File: src/rtl/wake_pkg.sv
package wake_pkg;

    typedef enum logic [1:0] {
        PWR_D0 = 2'd0,
        PWR_D1 = 2'd1,
        PWR_D2 = 2'd2,
        PWR_D3 = 2'd3
    } pwr_state_e;

    typedef struct packed {
        logic       en;
        pwr_state_e st;
    } pm_ctl_t;

    typedef struct packed {
        logic all_off;
        logic link_off;
        logic magic_off;
    } wake_cfg_t;

    localparam int NUM_SRC   = 3;
    localparam int SRC_MAGIC = 0;
    localparam int SRC_FRAME = 1;
    localparam int SRC_LINK  = 2;

    localparam int REG_PMCTL = 0;
    localparam int REG_EVSTS = 1;
    localparam int REG_WKCFG = 2;

    localparam int BIT_ST_LO  = 0;
    localparam int BIT_EN     = 8;
    localparam int BIT_PMSTS  = 15;
    localparam int BIT_INTSTS = 0;
    localparam int BIT_MAGOFF = 0;
    localparam int BIT_LNKOFF = 1;
    localparam int BIT_ALLOFF = 2;

    function automatic logic is_low_power(input pwr_state_e s);
        return s != PWR_D0;
    endfunction

    function automatic logic [NUM_SRC-1:0] src_mask(input wake_cfg_t c);
        logic [NUM_SRC-1:0] m;
        m = '0;
        m[SRC_MAGIC] = c.magic_off;
        m[SRC_LINK]  = c.link_off;
        return m;
    endfunction

endpackage

File: src/rtl/wake_regs.sv
module wake_regs
    import wake_pkg::*;
#(
    parameter int DATA_W = 16,
    parameter int ADDR_W = 2
) (
    input  logic              clk,
    input  logic              rst,
    input  logic              wr_en,
    input  logic [ADDR_W-1:0] wr_addr,
    input  logic [DATA_W-1:0] wr_data,
    input  logic [ADDR_W-1:0] rd_addr,
    input  logic              pm_sts,
    input  logic              int_sts,
    output logic [DATA_W-1:0] rd_data,
    output pm_ctl_t           pm_ctl,
    output wake_cfg_t         cfg,
    output logic              clr_pm,
    output logic              clr_int
);

    logic sel_pm, sel_ev, sel_cfg;

    assign sel_pm  = wr_en && (wr_addr == ADDR_W'(REG_PMCTL));
    assign sel_ev  = wr_en && (wr_addr == ADDR_W'(REG_EVSTS));
    assign sel_cfg = wr_en && (wr_addr == ADDR_W'(REG_WKCFG));

    assign clr_pm  = sel_pm && wr_data[BIT_PMSTS];
    assign clr_int = sel_ev && wr_data[BIT_INTSTS];

    always_ff @(posedge clk) begin
        if (rst) begin
            pm_ctl <= '{en: 1'b0, st: PWR_D0};
            cfg    <= '0;
        end else begin
            if (sel_pm) begin
                pm_ctl.en <= wr_data[BIT_EN];
                pm_ctl.st <= pwr_state_e'(wr_data[BIT_ST_LO +: 2]);
            end
            if (sel_cfg) begin
                cfg.magic_off <= wr_data[BIT_MAGOFF];
                cfg.link_off  <= wr_data[BIT_LNKOFF];
                cfg.all_off   <= wr_data[BIT_ALLOFF];
            end
        end
    end

    always_comb begin
        rd_data = '0;
        case (rd_addr)
            ADDR_W'(REG_PMCTL): begin
                rd_data[BIT_ST_LO +: 2] = pm_ctl.st;
                rd_data[BIT_EN]         = pm_ctl.en;
                rd_data[BIT_PMSTS]      = pm_sts;
            end
            ADDR_W'(REG_EVSTS): rd_data[BIT_INTSTS] = int_sts;
            ADDR_W'(REG_WKCFG): begin
                rd_data[BIT_MAGOFF] = cfg.magic_off;
                rd_data[BIT_LNKOFF] = cfg.link_off;
                rd_data[BIT_ALLOFF] = cfg.all_off;
            end
            default: rd_data = '0;
        endcase
    end

    logic unused_wr_bits;
    assign unused_wr_bits = ^wr_data;

endmodule

File: src/rtl/wake_gate.sv
module wake_gate
    import wake_pkg::*;
(
    input  logic [NUM_SRC-1:0] ev,
    input  pm_ctl_t            pm_ctl,
    input  wake_cfg_t          cfg,
    output logic               hit
);

    logic [NUM_SRC-1:0] mask;
    logic [NUM_SRC-1:0] pass;
    logic               armed;

    assign mask  = src_mask(cfg);
    assign armed = pm_ctl.en && is_low_power(pm_ctl.st) && !cfg.all_off;

    for (genvar i = 0; i < NUM_SRC; i++) begin : g_src
        assign pass[i] = ev[i] && !mask[i];
    end

    assign hit = armed && (|pass);

endmodule

File: src/rtl/wake_status.sv
module wake_status (
    input  logic clk,
    input  logic rst,
    input  logic hit,
    input  logic clr_pm,
    input  logic clr_int,
    output logic pm_sts,
    output logic int_sts,
    output logic irq_n,
    output logic wake
);

    always_ff @(posedge clk) begin
        if (rst) begin
            pm_sts  <= 1'b0;
            int_sts <= 1'b0;
        end else begin
            pm_sts  <= hit || (pm_sts && !clr_pm);
            int_sts <= hit || (int_sts && !clr_int);
        end
    end

    assign wake  = pm_sts || int_sts;
    assign irq_n = !(pm_sts || int_sts);

endmodule

File: src/rtl/wake_event_ctrl.sv
module wake_event_ctrl
    import wake_pkg::*;
#(
    parameter int DATA_W = 16,
    parameter int ADDR_W = 2
) (
    input  logic              clk,
    input  logic              rst,
    input  logic              wr_en,
    input  logic [ADDR_W-1:0] wr_addr,
    input  logic [DATA_W-1:0] wr_data,
    input  logic [ADDR_W-1:0] rd_addr,
    output logic [DATA_W-1:0] rd_data,
    input  logic              ev_magic,
    input  logic              ev_frame,
    input  logic              ev_link,
    output logic              irq_n,
    output logic              wake
);

    pm_ctl_t            pm_ctl;
    wake_cfg_t          cfg;
    logic               clr_pm, clr_int, pm_sts, int_sts, hit;
    logic [NUM_SRC-1:0] ev_vec;
    logic [1:0]         pm_st_w;
    logic               pm_en_w, dis_all_w, dis_mag_w, dis_lnk_w;

    assign ev_vec[SRC_MAGIC] = ev_magic;
    assign ev_vec[SRC_FRAME] = ev_frame;
    assign ev_vec[SRC_LINK]  = ev_link;

    assign pm_st_w   = pm_ctl.st;
    assign pm_en_w   = pm_ctl.en;
    assign dis_all_w = cfg.all_off;
    assign dis_mag_w = cfg.magic_off;
    assign dis_lnk_w = cfg.link_off;

    wake_regs #(.DATA_W(DATA_W), .ADDR_W(ADDR_W)) u_regs (
        .clk(clk), .rst(rst), .wr_en(wr_en), .wr_addr(wr_addr),
        .wr_data(wr_data), .rd_addr(rd_addr), .pm_sts(pm_sts),
        .int_sts(int_sts), .rd_data(rd_data), .pm_ctl(pm_ctl),
        .cfg(cfg), .clr_pm(clr_pm), .clr_int(clr_int)
    );

    wake_gate u_gate (
        .ev(ev_vec), .pm_ctl(pm_ctl), .cfg(cfg), .hit(hit)
    );

    wake_status u_sts (
        .clk(clk), .rst(rst), .hit(hit), .clr_pm(clr_pm),
        .clr_int(clr_int), .pm_sts(pm_sts), .int_sts(int_sts),
        .irq_n(irq_n), .wake(wake)
    );

endmodule

File: config.mk
export PLATFORM = sky130hd
export DESIGN_NAME = wake_event_ctrl
export DESIGN_NICKNAME = d
export VERILOG_FILES = /design/src/rtl/wake_pkg.sv /design/src/rtl/wake_regs.sv /design/src/rtl/wake_gate.sv /design/src/rtl/wake_status.sv /design/src/rtl/wake_event_ctrl.sv
export SDC_FILE = /design/constraint.sdc
export NUM_CORES = 1
export LEC_CHECK = 0
export BUFFER_PORTS_ARGS = -buffer_cell sky130_fd_sc_hd__buf_2
export CELL_PAD_IN_SITES_DETAIL_PLACEMENT = 2
export CELL_PAD_IN_SITES_GLOBAL_PLACEMENT = 2
export CORE_MARGIN = 2
export CORE_UTILIZATION = 16
export CTS_CLUSTER_DIAMETER = 120
export CTS_CLUSTER_SIZE = 12
export DETAILED_ROUTE_END_ITERATION = 10
export PLACE_DENSITY = 0.79
export REMOVE_ABC_BUFFERS = 1
export SLEW_MARGIN = 20
export SYNTH_ARGS = -nofsm -noshare
export SYNTH_HDL_FRONTEND = slang
export SYNTH_SLANG_ARGS = --single-unit
File: constraint.sdc
create_clock -name clk -period 0.8 [get_ports clk]
set_input_delay 0.16 -clock clk [delete_from_list [all_inputs] [get_ports clk]]
set_output_delay 0.16 -clock clk [all_outputs]
set_load 0.02 [all_outputs]
==> impl_metrics.py <==
metrics = {
    "power_and_ir_drop": {
        "p_sw_mw": 0.273,
        "ir_worst_vdd_v": 0.000213,
        "combPwrFrac_pct": 22.4,
        "finalPower_mw": 0.941,
        "seq_power_share_pct": 44.3,
        "p_clk_share_pct": 33.3,
        "swShare_pct": 29.0,
        "p_leak_nw": 0.362,
        "p_int_mw": 0.669,
        "p_per_area_mw_per_mm2": 1240,
    },
    "critical_path": {
        "cp_cell_sequence": "or2_4 -> inv_2 -> buf_6",
        "cp.required_ps": 640,
        "cpPeakStageDelay_ps": 310,
        "critPathKind": "reg2out",
        "slowest_stage": "dfxtp_2",
        "crit_buf_inv": 2,
        "path_max_fanout": 2,
        "crit_family": "flip-flops",
        "cp-end-kind": "output port",
        "arrival_ps": 980,
        "start_kind": "flip-flop",
    },
    "detailed_routing": {
        "vias": 477,
        "drc": 0,
        "first_pass_iters": 2,
        "vias_per_cell": 4.04,
        "wl_um": 1500,
        "drt-initial-drc-count": 2,
        "routedWlPerCell_um": 12.7,
        "final_antenna_net_count": 0,
    },
    "floorplanning": {
        "die-area_mm2": 0.00355,
        "die-width_um": 59.6,
        "coreArea_mm2": 0.00300,
        "initial_utilization_pct": 16.5,
        "ios": 44,
        "rows": 20,
        "die_height_um": 59.6,
    },
    "timing": {
        "layout_min_cycle_time_ps": 1140,
        "rsz0062_at_grt": "true",
        "finalSetupTns_ps": -2170,
        "slew_violations": 0,
        "setup_ws_ps": -336,
        "fmax_mhz": 880,
        "hold_violations": 0,
        "finClkSkew_ps": 1.47,
        "setup_viol": 10,
        "finalCritPeriodShare_pct": 142,
    },
    "place": {
        "numPortBuffers": 21,
        "place_inst": 113,
        "pre_cts_ws_ps": -217,
        "hpwlAfterDp_um": 1200,
        "place_congestion": 0.728,
    },
    "global_routing": {
        "grt_antenna_before_repair": 0,
        "overflow": 0,
        "grt_max_degree": 7,
        "grt_first_pass_wirelength_um": 2320,
        "grt_pass1_vias": 534,
        "grt_use_total_pct": 9.49,
    },
    "logic_synthesis": {
        "yosys.area.top_type": "dfxtp_1",
        "yosys_register_bits": 8,
        "synth.distinct_cells": 18,
        "yosysWarnings": 0,
        "synth_top_area_share_pct": 32.4,
        "yosysSeqAreaShare_pct": 32.4,
        "synth.top_cells.by_area": "dfxtp_1 32%, buf_4 17%, mux2i_1 16%",
        "synthCells": 56,
        "syn_avg_cell_area_um2": 8.83,
        "synth_area_um2": 494,
    },
    "clock_tree": {
        "clk_path_buf_depth": 2,
        "cts_tree": "built",
        "numCtsBuffers": 3,
        "clock_sinks": 8,
        "clk_latency_ps": 260,
        "cts_root_buffer": "clkbuf_4",
        "clkTransAtPathRegs_ps": 50,
        "cts_htree_levels": 1,
    },
    "final_layout": {
        "drive_gt1_share_pct": 55.3,
        "n_antenna_cell": 0,
        "final_cells": 118,
        "nFillCells": 342,
        "area_growth_pct": 53.2,
        "final_nets": 113,
    },
    "min_path": {
        "holdCritPathClass": "in2reg",
    },
    "status": {
        "violations": "negative setup slack",
        "outcome": "complete, but fails checks",
    },
    "job": {
        "maxCapViolCount": 0,
    },
}
==> layer usage <==
layer	GRT usage, %	vias to the layer above	part of all wire, %	wire (um)
li1	-	228	-	-
met1	9.21	224	37	553
met2	17.0	21	54	812
met3	4.15	4	6.9	103
met4	4.76	0	1.7	26
met5	0	-	0	0
==> stage by stage <==
| stage | hold slack, ps | utilization, % | cell area (um2) |
|---|---|---|---|
| after floorplan | 232 | - | 445 |
| after global placement | 404 | 21.0 | 629 |
| after detailed placement | 414 | 21.0 | 629 |
| after CTS | 138 | 24.2 | 726 |
| after global routing | 172 | 25.2 | 757 |
| final | 156 | 25.2 | 757 |
==> cells in the final DEF, fill, tap and decap left out, types with 2 or more instances in the layout <==
| master | count |
|---|---|
| nand3b_1 | 3 |
| clkbuf_4 | 3 |
| nor2_1 | 7 |
| conb_1 | 11 |
| dfxtp_2 | 6 |
| inv_2 | 2 |
| o21ai_1 | 3 |
| buf_4 | 8 |
| mux2i_1 | 8 |
| inv_1 | 2 |
| buf_6 | 7 |
| buf_2 | 13 |
==> cells in the mapped netlist <==
cell type	n
buf_4	11
dfxtp_1	8
mux2i_1	8
nor2_1	8
inv_1	4
nand3b_1	3
o21ai_0	3
a211o_2	1
a221oi_1	1
and3b_1	1
clkbuf_1	1
conb_1	1
nand4b_1	1
nor3_1	1
nor3b_1	1
nor3b_4	1
o211ai_1	1
or2_2	1
==> cells by family (layout without fill, tap and decap cells) <==
group / Yosys count / after routing / synth area share, %
buffers and inverters: 16 / 35 / 20.5
muxes: 8 / 8 / 16.2
other: 1 / 11 / 0.759
and+or+nand+nor: 17 / 17 / 21.8
AOI/OAI and AO/OA: 6 / 6 / 8.35
DFF: 8 / 8 / 32.4
==> worst paths after layout <==
path / startpoint / end / slack, ps / depth (start not counted)
worst min-delay path: wr_data[2] / u_regs.cfg[2] / 160 / 3
worst max-delay path: u_sts.pm_sts / irq_n / -340 / 3
worst max register to register: u_regs.pm_ctl[1] / u_sts.int_sts / -80 / 3
worst min register to register: u_sts.int_sts / u_sts.int_sts / 510 / 2
==> state kept, by name (all words and copies together), names as in the netlist <==
| name | cells |
|---|---|
| u_regs.cfg | 3 |
| u_regs.pm_ctl | 3 |
| u_sts.pm_sts | 1 |
| u_sts.int_sts | 1 |
==> cell type report <==
cell class	instances	area (um2)	share of cell area [%]
Tap cell	33	41.3	5.45
Multi-Input combinational cell	42	303	40.0
Clock buffer	3	22.5	2.98
Timing Repair Buffer	28	204	26.9
Sequential cell	8	171	22.6
Inverter	4	15.0	1.98
==> power groups by stage <==
stage	combinational, mW	sequential (mW)	clock [mW]
after floorplan	0.0943	0.424	0
after global placement	0.174	0.426	0
after detailed placement	0.179	0.427	0
after CTS	0.198	0.419	0.337
after global routing	0.230	0.418	0.360
final	0.211	0.417	0.313
==> repair_timing <==
item                       in CTS  in global routing
gates resized for setup        27                  7
hold buffers                    0                  0
setup endpoints to repair       9                 11
pin swaps                       3                  6
setup buffers                   2                  0
==> worst min-delay path, delay by kind of cell <==
family / cells / cell delay (ps)
AND/OR/NAND/NOR: 1 / 90
buffers and inverters: 1 / 80
multiplexers: 1 / 50
Power figures use the tool's default switching activity.
